**src/rtl/fct_pkg.sv**
```systemverilog
package fct_pkg;

    typedef enum logic {
        RX_IDLE,
        RX_FRAME
    } rx_state_e;

    typedef enum logic [1:0] {
        TX_IDLE,
        TX_ACTIVE,
        TX_EXHAUSTED
    } tx_state_e;

endpackage

```
**src/rtl/rx_count_unit.sv**
```systemverilog
module rx_count_unit
    import fct_pkg::*;
#(
    parameter int CNT_W = 16
) (
    input  logic             clk,
    input  logic             rst_n,
    input  logic             frame_start,
    input  logic [CNT_W-1:0] start_val,
    input  logic             char_in,
    input  logic             frame_end,
    input  logic             reload,
    input  logic [CNT_W-1:0] reload_val,
    output logic [CNT_W-1:0] count,
    output logic             push,
    output logic [CNT_W-1:0] push_val
);

    rx_state_e        state_q;
    rx_state_e        state_d;
    logic [CNT_W-1:0] upd;

    // state register
    always_ff @(posedge clk) begin
        if (!rst_n) begin
            state_q <= RX_IDLE;
        end else begin
            state_q <= state_d;
        end
    end

    // next state: rx_open / rx_close
    always_comb begin
        state_d = state_q;
        unique case (state_q)
            RX_IDLE: begin
                if (frame_start) begin
                    state_d = RX_FRAME;
                end
            end
            RX_FRAME: begin
                if (frame_start) begin
                    state_d = RX_FRAME;
                end else if (frame_end) begin
                    state_d = RX_IDLE;
                end
            end
            default: state_d = RX_IDLE;
        endcase
    end

    // count after reload or character, before any frame start
    always_comb begin
        upd = count;
        if (reload) begin
            upd = reload_val;
        end else if (char_in && (state_q == RX_FRAME) && (count != '0)) begin
            upd = count - 1'b1;
        end
    end

    assign push     = frame_end && (state_q == RX_FRAME);
    assign push_val = upd;

    // output register
    always_ff @(posedge clk) begin
        if (!rst_n) begin
            count <= '0;
        end else if (frame_start) begin
            count <= start_val;
        end else begin
            count <= upd;
        end
    end

endmodule

```
**src/rtl/tx_count_unit.sv**
```systemverilog
module tx_count_unit
    import fct_pkg::*;
#(
    parameter int CNT_W = 16
) (
    input  logic             clk,
    input  logic             rst_n,
    input  logic             frame_start,
    input  logic [CNT_W-1:0] start_val,
    input  logic             fifo_write,
    input  logic             reload,
    input  logic [CNT_W-1:0] reload_val,
    input  logic             byte_done,
    output logic [CNT_W-1:0] count,
    output logic             terminate
);

    tx_state_e        state_q;
    tx_state_e        state_d;
    logic [CNT_W-1:0] upd;
    logic [CNT_W-1:0] count_d;
    logic             finish;

    always_comb begin
        upd = count;
        if (reload) begin
            upd = reload_val;
        end else if (fifo_write && (state_q != TX_IDLE) && (count != '0)) begin
            upd = count - 1'b1;
        end
    end

    assign finish  = (state_q == TX_EXHAUSTED) && byte_done;
    assign count_d = frame_start ? start_val : upd;

    // state register
    always_ff @(posedge clk) begin
        if (!rst_n) begin
            state_q <= TX_IDLE;
        end else begin
            state_q <= state_d;
        end
    end

    // next state: tx_open, tx_run_out, tx_refill, tx_finish
    always_comb begin
        state_d = state_q;
        if (frame_start) begin
            state_d = (start_val == '0) ? TX_EXHAUSTED : TX_ACTIVE;
        end else begin
            unique case (state_q)
                TX_IDLE: state_d = TX_IDLE;
                TX_ACTIVE: begin
                    state_d = (upd == '0) ? TX_EXHAUSTED : TX_ACTIVE;
                end
                TX_EXHAUSTED: begin
                    if (finish) begin
                        state_d = TX_IDLE;
                    end else if (upd != '0) begin
                        state_d = TX_ACTIVE;
                    end
                end
                default: state_d = TX_IDLE;
            endcase
        end
    end

    // outputs
    always_ff @(posedge clk) begin
        if (!rst_n) begin
            count     <= '0;
            terminate <= 1'b0;
        end else begin
            count     <= count_d;
            terminate <= finish;
        end
    end

endmodule

```
**src/rtl/status_fifo.sv**
```systemverilog
module status_fifo #(
    parameter int DEPTH  = 4,
    parameter int DATA_W = 32,
    localparam int PTR_W = (DEPTH > 1) ? $clog2(DEPTH) : 1,
    localparam int LVL_W = $clog2(DEPTH + 1)
) (
    input  logic              clk,
    input  logic              rst_n,
    input  logic              push,
    input  logic [DATA_W-1:0] push_data,
    input  logic              pop,
    output logic [DATA_W-1:0] head,
    output logic              valid,
    output logic [LVL_W-1:0]  level,
    output logic              overflow
);

    logic [DATA_W-1:0] mem [DEPTH];
    logic [PTR_W-1:0]  wr_ptr;
    logic [PTR_W-1:0]  rd_ptr;
    logic              pop_eff;
    logic              full;
    logic              push_ok;

    function automatic logic [PTR_W-1:0] bump(input logic [PTR_W-1:0] p);
        return (p == PTR_W'(DEPTH - 1)) ? '0 : p + 1'b1;
    endfunction

    assign full    = (level == LVL_W'(DEPTH));
    assign pop_eff = pop && (level != '0);
    assign push_ok = push && (!full || pop_eff);
    assign valid   = (level != '0);
    assign head    = mem[rd_ptr];

    always_ff @(posedge clk) begin
        if (push_ok) begin
            mem[wr_ptr] <= push_data;
        end
    end

    always_ff @(posedge clk) begin
        if (!rst_n) begin
            wr_ptr   <= '0;
            rd_ptr   <= '0;
            level    <= '0;
            overflow <= 1'b0;
        end else begin
            overflow <= push && !push_ok;
            if (push_ok) begin
                wr_ptr <= bump(wr_ptr);
            end
            if (pop_eff) begin
                rd_ptr <= bump(rd_ptr);
            end
            if (push_ok && !pop_eff) begin
                level <= level + 1'b1;
            end else if (pop_eff && !push_ok) begin
                level <= level - 1'b1;
            end
        end
    end

endmodule

```
**src/rtl/frame_count_tracker.sv**
```systemverilog
module frame_count_tracker #(
    parameter int CNT_W      = 16,
    parameter int FIFO_DEPTH = 4
) (
    input  logic                            clk,
    input  logic                            rst_n,
    input  logic                            rx_frame_start,
    input  logic [CNT_W-1:0]                rx_start_val,
    input  logic                            rx_char,
    input  logic                            rx_frame_end,
    input  logic [15:0]                     rx_status,
    input  logic                            rx_reload,
    input  logic [CNT_W-1:0]                rx_reload_val,
    output logic [CNT_W-1:0]                rx_count,
    input  logic                            fifo_pop,
    output logic                            fifo_valid,
    output logic [CNT_W-1:0]                fifo_count_out,
    output logic [15:0]                     fifo_status_out,
    output logic [$clog2(FIFO_DEPTH+1)-1:0] fifo_level,
    output logic                            fifo_overflow,
    input  logic                            tx_frame_start,
    input  logic [CNT_W-1:0]                tx_start_val,
    input  logic                            tx_fifo_write,
    input  logic                            tx_reload,
    input  logic [CNT_W-1:0]                tx_reload_val,
    input  logic                            tx_byte_done,
    output logic [CNT_W-1:0]                tx_count,
    output logic                            tx_terminate
);

    localparam int ENTRY_W = CNT_W + 16;

    logic               rx_push;
    logic [CNT_W-1:0]   rx_push_val;
    logic [ENTRY_W-1:0] fifo_head;

    rx_count_unit #(.CNT_W(CNT_W)) u_rx (
        .clk        (clk),
        .rst_n      (rst_n),
        .frame_start(rx_frame_start),
        .start_val  (rx_start_val),
        .char_in    (rx_char),
        .frame_end  (rx_frame_end),
        .reload     (rx_reload),
        .reload_val (rx_reload_val),
        .count      (rx_count),
        .push       (rx_push),
        .push_val   (rx_push_val)
    );

    status_fifo #(.DEPTH(FIFO_DEPTH), .DATA_W(ENTRY_W)) u_fifo (
        .clk      (clk),
        .rst_n    (rst_n),
        .push     (rx_push),
        .push_data({rx_push_val, rx_status}),
        .pop      (fifo_pop),
        .head     (fifo_head),
        .valid    (fifo_valid),
        .level    (fifo_level),
        .overflow (fifo_overflow)
    );

    assign fifo_count_out  = fifo_head[ENTRY_W-1:16];
    assign fifo_status_out = fifo_head[15:0];

    tx_count_unit #(.CNT_W(CNT_W)) u_tx (
        .clk        (clk),
        .rst_n      (rst_n),
        .frame_start(tx_frame_start),
        .start_val  (tx_start_val),
        .fifo_write (tx_fifo_write),
        .reload     (tx_reload),
        .reload_val (tx_reload_val),
        .byte_done  (tx_byte_done),
        .count      (tx_count),
        .terminate  (tx_terminate)
    );

endmodule

```
**config.mk**
```make
export PLATFORM = sky130hd
export DESIGN_NAME = frame_count_tracker
export DESIGN_NICKNAME = d
export VERILOG_FILES = /design/src/rtl/fct_pkg.sv /design/src/rtl/rx_count_unit.sv /design/src/rtl/tx_count_unit.sv /design/src/rtl/status_fifo.sv /design/src/rtl/frame_count_tracker.sv
export SDC_FILE = /design/constraint.sdc
export NUM_CORES = 1
export LEC_CHECK = 0
export BUFFER_PORTS_ARGS = -buffer_cell sky130_fd_sc_hd__buf_4
export CORE_UTILIZATION = 55
export DETAILED_ROUTE_END_ITERATION = 8
export GPL_TIMING_DRIVEN = 0
export PLACE_DENSITY = 0.86
export REMOVE_ABC_BUFFERS = 1
export SLEW_MARGIN = 30
export SYNTH_ARGS = -nofsm -noshare
export SYNTH_HDL_FRONTEND = slang
export SYNTH_HIERARCHICAL = 1
export SYNTH_SLANG_ARGS = --single-unit
```
**constraint.sdc**
```tcl
create_clock -name clk -period 3.5 [get_ports clk]
set_input_delay 0.35 -clock clk [delete_from_list [all_inputs] [get_ports clk]]
set_output_delay 0.35 -clock clk [all_outputs]
set_load 0.03 [all_outputs]
```
Word level (Yosys, flattened, before mapping) --
Memory sizes are Yosys's and may differ from the RTL's. A register that Yosys moved wholly into a read port is not among the register bits. Cells that the tools add are included. Widths: inputs -> output; s select.
Storage, ports and cells: memory bits (writable) 128, word-level logic and storage cells 70, output and inout bits 70, memories 1, flip-flop bits (word level) 44
Memories:
- u_fifo.mem | depth 4, bits a word 32, read ports 1, clocked after Yosys merged registers in 1, write ports 1, line status_fifo.sv:18 | logic [DATA_W-1:0] mem [DEPTH];
Cells by class: reductions and logical operators 23, muxes and demuxes 24, equal/unequal tests 6, $add $sub $neg 6, bitwise logic cells 1
Operators with widths (number):
- $mux 16 | 6
- $reduce_bool 16->1 | 3
- $logic_not 16->1 | 2
- $sub 16x1->16 const B | 2
- $mux 2 | 9
- $logic_and 1x1->1 | 11
- $eq 2x2->1 const B | 3
- $mux 3 | 2
- $mux 1 | 5
- $add 2x1->2 const B | 2
- $ne 4x3->1 const B | 1
- $pmux 2 s2 | 1
- $reduce_bool 2->1 | 2
- $add 3x1->3 const B | 1
- $eq 3x3->1 const B | 1
- $logic_not 1->1 | 3
- $reduce_bool 3->1 | 1
- $sub 3x1->3 const B | 1
- $eq 2x1->1 const B | 1
- $pmux 1 s2 | 1
- $logic_or 1x1->1 | 1
- $not 1->1 | 1

Longest topological paths before layout --
Gate-level depths: netlist (run 1).
word-level depth 10, depth in mapped cells 10

Modules after synthesis --
The synthesis (run 1) kept the hierarchy.
By module, submodules not included:
- status_fifo | area an instance 5168.7 µm², sequential area each 4043.9 µm², times used 1, cells an instance 220
- tx_count_unit | area an instance 1522.7 µm², sequential area each 380.4 µm², times used 1, cells an instance 189
- rx_count_unit | area an instance 1465.2 µm², sequential area each 340.3 µm², times used 1, cells an instance 198

Least setup slack after synthesis (run 1) --
No wires, ideal clock.
path type flip-flop to flip-flop, start register u_tx.count[0], end register u_tx.state_q[1], arrival time 2.854 ns, data required time 3.381 ns, cell stages (with the launch flop) 11, path buffers 0, setup slack 0.528 ns, cells stage by stage dfxtp_1 inv_1 ha_1 nor3b_2 a41oi_4 mux2i_1 mux2_4 nor4_2 o2111ai_1 or4_4 o221a_1
On the way: word-level cells in the longest chain between the ends 8, elaborated cells on any way between the ends 11, those cells by class 1 x add/sub; 1 x eq/ne; 5 x mux; 4 x reduce/logical
Ends and longest elaborated chain:
- from (decl) | line tx_count_unit.sv:14 | output logic [CNT_W-1:0] count,
- from (signal assigned) | line tx_count_unit.sv:74 | count <= count_d;
- parallel branches: the longest is 2 deep, another holds $sub 16x1->16
- $mux 16 (*) | line tx_count_unit.sv:28 | end else if (fifo_write && (state_q != TX_IDLE) && (count != '0)) begin
- $mux 16 (*) | line tx_count_unit.sv:26 | if (reload) begin
- $logic_not 16->1 | line tx_count_unit.sv:54 | state_d = (upd == '0) ? TX_EXHAUSTED : TX_ACTIVE;
- $mux 2 | line tx_count_unit.sv:54
- $pmux 2 s2 | line tx_count_unit.sv:51 | unique case (state_q)
- $mux 2 | line tx_count_unit.sv:48 | if (frame_start) begin
- to (signal assigned) | line tx_count_unit.sv:41 | state_q <= state_d;
- to (decl) | line tx_count_unit.sv:18 | tx_state_e state_q;
Every way passes the cells marked *. A chain may end at the register's enable or synchronous reset.

Worst setup path after layout (run 1) --
Same ends and word-level chain as after synthesis.

==> impl_metrics.yaml, run 1 <==
flow_run:
  cap_violations: 0
timing:
  setup_violations: 0
  fin_hold_ws_ps: 112
  fin_crit_sh_pct: 90.4
  tns_ps: 0
  max_freq_ghz: 0.316
  finalHoldViolations: 0
  finalMaxSlewViolations: 0
  worstMarginPinSlew_ps: 769
  max-slew-margin-rel_pct: 48.3
  rsz0062_at_grt: "false"
  skew_ps: 9.65
  layout_min_cycle_time_ps: 3160
power:
  irDropWorstVdd_uv: 330
  fin_total_pwr_w: 0.00587
  leakage_nw: 3.81
  powerDensity_nw_per_um2: 580
detailed_routing:
  top_layer_used: "met4"
  vias: 5687
  route.detailed.vias_per_inst: 5.93
  dr.first_iter.drc_count: 412
  routed-wl-met3_um: 1380
  m1WireLength_um: 7890
  wl_um: 19400
  drc_errors: 0
  wire_per_inst_um: 20.2
  drt_pre_antenna_iters: 5
  final_antenna_net_count: 0
  wl_met2_um: 9720
final_layout:
  diodes: 0
  syn_to_final_growth_pct: 24.0
  num-nets-final: 866
  drive_gt1_share_pct: 34.8
  final_util_pct: 69.8
  fillers: 982
  final_cells: 959
worst_setup_path:
  critPathRequiredTime_ps: 3830
  start_kind: "register"
  cp_max_fo: 9
  path_class: "register to register"
  critPathCaptureType: "register"
  crit_arrival_ps: 3490
synthesis:
  synth_xor_area_share_pct: 1.18
  synth_top_family_by_area: "simple AND/OR/NAND/NOR gates"
  avgSynthCellArea_um2: 13.4
  synthCells: 607
  yosys_most_used_dff: "edfxtp_1"
  yosys.area.top_type: "edfxtp_1"
  ys_ff_latch: 174
  synth-edff-count: 128
  yosysWarnings: 6
  synth_area_um2: 8160
  ys_async_sr_fraction_pct: 0
  synth_compound_area_share_pct: 9.23
  yosys.area_share.simple_pct: 14.2
  synth.yosys.seq_area_share_pct: 58.4
  synth_common_cells: "edfxtp_1, dfxtp_1, nand2_1"
  netlist.area_leader.share_pct: 47.1
  synthMuxAreaShare_pct: 11.5
  synth.distinct_cells: 79
  synth.most_common_cell: "edfxtp_1"
  synthTopCellsByArea: "edfxtp_1, dfxtp_1, mux4_2, nand2_1, mux2i_1"
  synthAdderAreaFrac_pct: 2.09
grt:
  grt_util_all_layers_pct: 26.4
  antenna_found_initial: 0
  gr-total-overflow: 0
  grt_pass1_wl_um: 29500
  grt_max_degree: 48
  grt_pass1_vias: 5587
clocking:
  clkTransAtPathRegs_ps: 70
  post-cts-setup-buffer-count: 0
  cts_buffers: 17
  cts_tree: "done"
  ctsResizeCount: 0
  clock_latency_ps: 430
  clock_path_buffers: 2
  cts-root-buf: "clkbuf_16"
  clock-sinks: 174
  cts_max_level: 4
  cts_hold_buffers: 0
placement:
  place_congestion: 0.841
  placed_cells: 927
  portBuffers: 160
  dp_hpwl_um: 13700
die:
  die-area_um2: 15300
  core_area_um2: 14500
  initial_core_util_pct: 56.3
  io_pins: 161
  rows: 44
  die_w_um: 124
  fp.dieH_um: 124
min_path:
  hold_path.class: "input port to register"
run_status:
  status: "completed"
per-layer routing:
layer | GRT usage [%] | up-vias
met5 | 0 | -
met4 | 9.19 | 0
met3 | 6.27 | 31
met2 | 44.4 | 244
met1 | 33.4 | 2768
li1 | - | 2644
flip-flops by register name, summed over array words and instances (netlist names), named ones only:
name             cells
u_fifo/rd_ptr        2
u_tx/state_q         2
u_fifo/wr_ptr        2
u_tx/terminate       1
u_rx/count          16
u_fifo/mem         128
u_fifo/overflow      1
u_fifo/level         3
u_rx/state_q         1
u_tx/count          16
path summary, 6_finish.rpt:
path | to | slack (ps) | depth (start not counted) | start
setup reg to reg | u_tx/state_q[1]$_SDFFE_PN0P_ | 340 | 10 | u_tx/count[0]$_SDFF_PN0_
setup / recovery | u_tx/state_q[1]$_SDFFE_PN0P_ | 340 | 10 | u_tx/count[0]$_SDFF_PN0_
hold reg to reg | u_tx/state_q[0]$_SDFFE_PN0P_ | 510 | 2 | u_tx/state_q[0]$_SDFFE_PN0P_
hold / removal | u_fifo/mem[0][13]$_DFFE_PP_ | 110 | 1 | rx_status[13]
placed cells by master (no fill, tap or decap), drive strengths merged, types with 15 or more instances in the layout:
| master | instances |
|---|---|
| edfxtp | 128 |
| o21ai | 28 |
| nor4 | 15 |
| mux2i | 16 |
| nor3 | 17 |
| buf | 166 |
| dfxtp | 46 |
| nand2 | 45 |
| clkbuf | 17 |
| inv | 30 |
| mux4 | 32 |
| nor2 | 38 |
| a21oi | 27 |
critical path: stages (launching register included):
cell	delay (ps)
dfxtp_1	450
inv_1	70
ha_1	230
nor3b_2	200
a41oi_4	410
mux2i_1	160
mux2_4	290
nor4_2	250
o2111ai_1	200
or4_4	570
o221a_1	220
kinds of logic after synthesis:
family / after synthesis
AO/OA/AOI/OAI: 110
XOR/XNOR: 11
flip-flops: 174
AND/OR/NAND/NOR: 196
adder cells (fa/ha/maj): 13
multiplexers: 52
buffers and inverters: 51
cell type report:
cell class                 count  area (um^2)  share of cell area (%)
sequential                   174         4770                    47.2
inverter                      21         78.8                   0.779
multi-input combinational    382         3120                    30.8
clock buffer                  17          425                    4.21
tap                          184          230                    2.28
timing repair buffer         166         1320                    13.1
clock inverter                15          171                    1.69
power by group:
part | switching (W) | total, W | internal (W)
sequential | 0.000130 | 0.00244 | 0.00231
clock | 0.000865 | 0.00188 | 0.00102
combinational | 0.000847 | 0.00154 | 0.000693
per-stage QoR:
step           worst slack, ps  cell area (um^2)
4_1_cts                    323             10100
6_report                   336             10100
3_5_place_dp               364              9520
5_1_grt                    116             10100
2_1_floorplan              528              7960
3_3_place_gp               318              9390
Power figures use the tool's default switching activity.
==> run 2: changes to the inputs <==
--- a/config.mk
+++ b/config.mk
@@ -5,11 +5,12 @@
 export SDC_FILE = /design/constraint.sdc
 export NUM_CORES = 1
 export LEC_CHECK = 0
-export BUFFER_PORTS_ARGS = -buffer_cell sky130_fd_sc_hd__buf_4
-export CORE_UTILIZATION = 55
+export CORE_UTILIZATION = 65
 export DETAILED_ROUTE_END_ITERATION = 8
+export DONT_BUFFER_PORTS = 1
 export GPL_TIMING_DRIVEN = 0
-export PLACE_DENSITY = 0.86
+export PLACE_DENSITY = 0.87
+export RECOVER_POWER = 100
 export REMOVE_ABC_BUFFERS = 1
 export SLEW_MARGIN = 30
 export SYNTH_ARGS = -nofsm -noshare
==> constraint.sdc (replaced) <==
create_clock -name clk -period 3.7 [get_ports clk]
set_input_delay 0.37 -clock clk [delete_from_list [all_inputs] [get_ports clk]]
set_output_delay 0.37 -clock clk [all_outputs]
set_load 0.03 [all_outputs]
==> impl_metrics.yaml, run 2 (synthesized netlist as in run 1, its figures left out) <==
final_layout:
  fillers: 826
  num-nets-final: 706
  largest_reg_flops: 128
  reg_top3: "u_fifo/mem x128, u_rx/count x16, u_tx/count x16"
  multiInputGateArea_um2: 3060
  final_common_cell: "edfxtp_1"
  diodes: 0
  drive_gt1_share_pct: 14.4
  seq_area_um2: 4760
  final_cell_mix: "edfxtp_1, dfxtp_1, nand2_1"
  syn_to_final_growth_pct: 7.52
  final_util_pct: 72.4
  largest-register: "u_fifo/mem"
worst_setup_path:
  path_class: "register to register"
  crit_chain: "inv_1 > ha_1 > nor3b_2 > a41oi_4 > mux2i_1 > mux2_1 > nor4_1 > o2111ai_1 > or4_4 > o221a_1"
  critPathCaptureType: "register"
  path_buf_inv: 1
  slowest_stage: "dfxtp_1"
  cp_max_fo: 9
  slowest_delay_ps: 650
  crit_arrival_ps: 3830
  critPathTopFamily: "simple AND/OR/NAND/NOR gates"
  start_kind: "register"
  critPathRequiredTime_ps: 4020
clocking:
  clkTransAtPathRegs_ps: 70
  ctsResizeCount: 0
  clock-sinks: 174
  cts_tree: "done"
  cts_hold_buffers: 0
  post-cts-setup-buffer-count: 0
  cts-root-buf: "clkbuf_16"
  clock_latency_ps: 430
  cts_buffers: 17
  cts_max_level: 4
  clock_path_buffers: 2
power:
  power.internal_w: 0.00375
  powerDensity_nw_per_um2: 602
  leakage_nw: 2.98
  fin_total_pwr_w: 0.00528
  pwr-share-seq_pct: 45.0
  swShare_pct: 29.0
  irDropWorstVdd_uv: 348
  p_comb_share_pct: 19.1
  pwr-share-clk_pct: 35.9
  switchingPower_w: 0.00153
grt:
  grt_util_all_layers_pct: 28.7
  grt_pass1_wl_um: 27400
  antenna_found_initial: 0
  grt_pass1_vias: 5191
  gr-total-overflow: 0
  grt_max_degree: 48
timing:
  fin_crit_sh_pct: 94.9
  max_freq_ghz: 0.285
  skew_ps: 11.7
  tns_ps: 0
  setup_violations: 0
  finalMaxSlewViolations: 0
  worstMarginPinSlew_ps: 1360
  worst_slack_ps: 188
  rsz0062_at_grt: "false"
  layout_min_cycle_time_ps: 3510
  finalHoldViolations: 0
  fin_hold_ws_ps: 36.1
  max-slew-margin-rel_pct: 9.48
detailed_routing:
  drt_pre_antenna_iters: 5
  drc_errors: 0
  final_antenna_net_count: 0
  dr.first_iter.drc_count: 521
  wire_per_inst_um: 23.0
  vias: 5141
  route.detailed.vias_per_inst: 6.58
  wl_um: 17900
die:
  core_area_um2: 12100
  io_pins: 161
  rows: 40
  fp.dieH_um: 114
  die_w_um: 114
  initial_core_util_pct: 67.3
  die-area_um2: 13000
placement:
  portBuffers: 0
  place_congestion: 0.878
  pre_cts_ws_ps: 340
  dp_hpwl_um: 12400
min_path:
  hold_path.class: "input port to register"
run_status:
  status: "completed"
flow_run:
  cap_violations: 0
run 2: worst reg2reg max path, cell delays in order (launching register included):
cell and delay (ps):
dfxtp_1 650, inv_1 100, ha_1 240, nor3b_2 200, a41oi_4 430, mux2i_1 140, mux2_1 330, nor4_1 320
o2111ai_1 220, or4_4 570, o221a_1 210
run 2: layer usage:
metal  vias up  wire length, um  GRT usage (%)
li1       2321                -              -
met1      2514             6900           34.7
met2       277             8940           47.7
met3        29             1760           9.35
met4         0              328           11.8
met5         -                0              0
run 2: final timing paths:
check | from | end | slack (ps) | cells after the start
worst max-delay path | u_tx/count[0]$_SDFF_PN0_ | u_tx/state_q[1]$_SDFFE_PN0P_ | 190 | 10
worst min register to register | u_fifo/wr_ptr[1]$_SDFFE_PN0P_ | u_fifo/wr_ptr[1]$_SDFFE_PN0P_ | 510 | 2
worst min-delay path | rx_status[0] | u_fifo/mem[2][0]$_DFFE_PP_ | 40 | 0
worst max register to register | u_tx/count[0]$_SDFF_PN0_ | u_tx/state_q[1]$_SDFFE_PN0P_ | 190 | 10
run 2: final cells by class:
class                   count  share of cell area (%)
flip-flops and latches    174                    54.3
repair buffers              6                   0.328
multi-input cells         382                    34.9
well taps                 168                    2.40
clock inverters            12                    2.23
clock buffers              18                    4.89
inverters                  21                   0.899
run 2: power groups by stage:
| stage | sequential [W] | clock [W] | combinational [W] |
|---|---|---|---|
| 2_1_floorplan | 0.00245 | 0 | 0.000807 |
| 3_3_place_gp | 0.00251 | 0 | 0.000897 |
| 3_5_place_dp | 0.00242 | 0 | 0.00106 |
| 4_1_cts | 0.00238 | 0.00192 | 0.00106 |
| 5_1_grt | 0.00239 | 0.00199 | 0.00108 |
| 6_report | 0.00237 | 0.00190 | 0.00101 |
run 2: metrics by stage:
step | area (um^2) | cells
after floorplan | 7960 | 577
after global placement | 8170 | 745
after detailed placement | 8340 | 751
after CTS | 8960 | 781
after global routing | 8770 | 781
final | 8770 | 781
==> run 3: changes to the inputs <==
--- a/config.mk
+++ b/config.mk
@@ -5,14 +5,14 @@
 export SDC_FILE = /design/constraint.sdc
 export NUM_CORES = 1
 export LEC_CHECK = 0
-export CORE_UTILIZATION = 65
+export CORE_UTILIZATION = 35
 export DETAILED_ROUTE_END_ITERATION = 8
 export DONT_BUFFER_PORTS = 1
 export GPL_TIMING_DRIVEN = 0
-export PLACE_DENSITY = 0.87
+export PLACE_DENSITY = 0.55
 export RECOVER_POWER = 100
 export REMOVE_ABC_BUFFERS = 1
-export SLEW_MARGIN = 30
+export SLEW_MARGIN = 10
 export SYNTH_ARGS = -nofsm -noshare
 export SYNTH_HDL_FRONTEND = slang
 export SYNTH_HIERARCHICAL = 1
==> impl_metrics.yaml, run 3 (synthesized netlist as in run 1, its figures left out) <==
run_status:
  status: "completed"
worst_setup_path:
  critPathCaptureType: "register"
  start_kind: "register"
  critPathRequiredTime_ps: 4030
  crit_arrival_ps: 3810
  cp_max_fo: 9
  path_class: "register to register"
grt:
  antenna_found_initial: 2
  grt_util_all_layers_pct: 16.8
  grt_pass1_wl_um: 30000
  gr-total-overflow: 0
  grt_max_degree: 48
  grt_pass1_vias: 5282
timing:
  finalMaxSlewViolations: 0
  finalHoldViolations: 0
  max_freq_ghz: 0.287
  fin_crit_sh_pct: 94.2
  layout_min_cycle_time_ps: 3490
  setup_violations: 0
  tns_ps: 0
  worstMarginPinSlew_ps: 1250
  worst_slack_ps: 214
  max-slew-margin-rel_pct: 16.0
  rsz0062_at_grt: "false"
  skew_ps: 12.7
clocking:
  cts_tree: "done"
  cts_max_level: 4
  ctsResizeCount: 0
  cts-root-buf: "clkbuf_16"
  cts_hold_buffers: 0
  post-cts-setup-buffer-count: 0
  clock-sinks: 174
  clock_path_buffers: 2
  cts_buffers: 17
  clkTransAtPathRegs_ps: 80
  clock_latency_ps: 430
placement:
  portBuffers: 0
  pre_cts_ws_ps: 297
  placed_area_um2: 8490
  placed_cells: 896
  place_congestion: 0.868
  dp_hpwl_um: 14200
die:
  io_pins: 161
  rows: 55
  die-area_um2: 23900
  fp.dieH_um: 155
  core_area_um2: 22800
  initial_core_util_pct: 35.8
  die_w_um: 155
power:
  leakage_nw: 2.97
  powerDensity_nw_per_um2: 576
  irDropWorstVdd_uv: 264
  swShare_pct: 32.6
  p_comb_share_pct: 19.2
  pwr-share-clk_pct: 34.2
  switchingPower_w: 0.00168
  power.internal_w: 0.00347
  pwr-share-seq_pct: 46.6
final_layout:
  reg_top3: "u_fifo/mem x128, u_rx/count x16, u_tx/count x16"
  num-nets-final: 706
  final_cell_mix: "edfxtp_1, nand2_1, dfxtp_1"
  syn_to_final_growth_pct: 9.65
  largest_reg_flops: 128
  final_common_cell: "edfxtp_1"
  drive_gt1_share_pct: 15.1
  final_cells: 930
  fin_area_um2: 8940
  largest-register: "u_fifo/mem"
detailed_routing:
  route.detailed.vias_per_inst: 5.44
  drc_errors: 0
  final_antenna_net_count: 0
  wl_um: 19600
  wire_per_inst_um: 21.1
  drt_pre_antenna_iters: 4
  vias: 5061
  dr.first_iter.drc_count: 294
flow_run:
  cap_violations: 0
min_path:
  hold_path.class: "input port to register"
run 3: final cells by class:
type                            instances  area, um^2
Antenna cell                            2        5.00
Clock buffer                           17         425
Clock inverter                         15         173
Fill cell                            2151       13800
Inverter                               21        78.8
Multi-Input combinational cell        382        3060
Sequential cell                       174        4770
Tap cell                              313         392
Timing Repair Buffer                    6        45.0
run 3: layer usage:
| layer | vias up | wire [um] | global-route usage [%] |
|---|---|---|---|
| li1 | 2330 | - | - |
| met1 | 2530 | 7820 | 19.2 |
| met2 | 174 | 9530 | 28.2 |
| met3 | 27 | 1870 | 6.72 |
| met4 | 0 | 387 | 6.36 |
| met5 | - | 0 | 0 |
run 3: final timing paths:
kind	startpoint	to	slack, ps	depth (start not counted)
worst max register to register	u_tx/count[0]$_SDFF_PN0_	u_tx/state_q[1]$_SDFFE_PN0P_	210	10
worst min register to register	u_tx/state_q[0]$_SDFFE_PN0P_	u_tx/state_q[0]$_SDFFE_PN0P_	500	2
worst min-delay path	rx_status[11]	u_fifo/mem[2][11]$_DFFE_PP_	30	0
worst max-delay path	u_tx/count[0]$_SDFF_PN0_	u_tx/state_q[1]$_SDFFE_PN0P_	210	10
run 3: through the flow:
step / hold WS [ps] / util [%] / total power, W
2_1_floorplan: 464 / - / 0.00326
3_3_place_gp: 469 / 36.6 / 0.00344
3_5_place_dp: 469 / 37.3 / 0.00349
4_1_cts: 13.3 / 39.9 / 0.00525
5_1_grt: 5.44 / 39.3 / 0.00537
6_report: 33.6 / 39.3 / 0.00515
run 3: power groups by stage:
stage | combinational, W | sequential, W | clock [W]
4_1_cts | 0.00104 | 0.00241 | 0.00181
5_1_grt | 0.00106 | 0.00242 | 0.00189
2_1_floorplan | 0.000807 | 0.00245 | 0
3_5_place_dp | 0.00103 | 0.00245 | 0
6_report | 0.000992 | 0.00240 | 0.00176
3_3_place_gp | 0.000919 | 0.00252 | 0
run 3: worst max-delay path, cell delays in order, from the launching register on:
cell and delay (ps):
dfxtp_1 650, inv_1 90, ha_1 250, nor3b_2 200, a41oi_4 420, nand4_1 240, or3_1 370, xor2_1 260
o21ai_1 120, or4_1 550, o221a_1 230
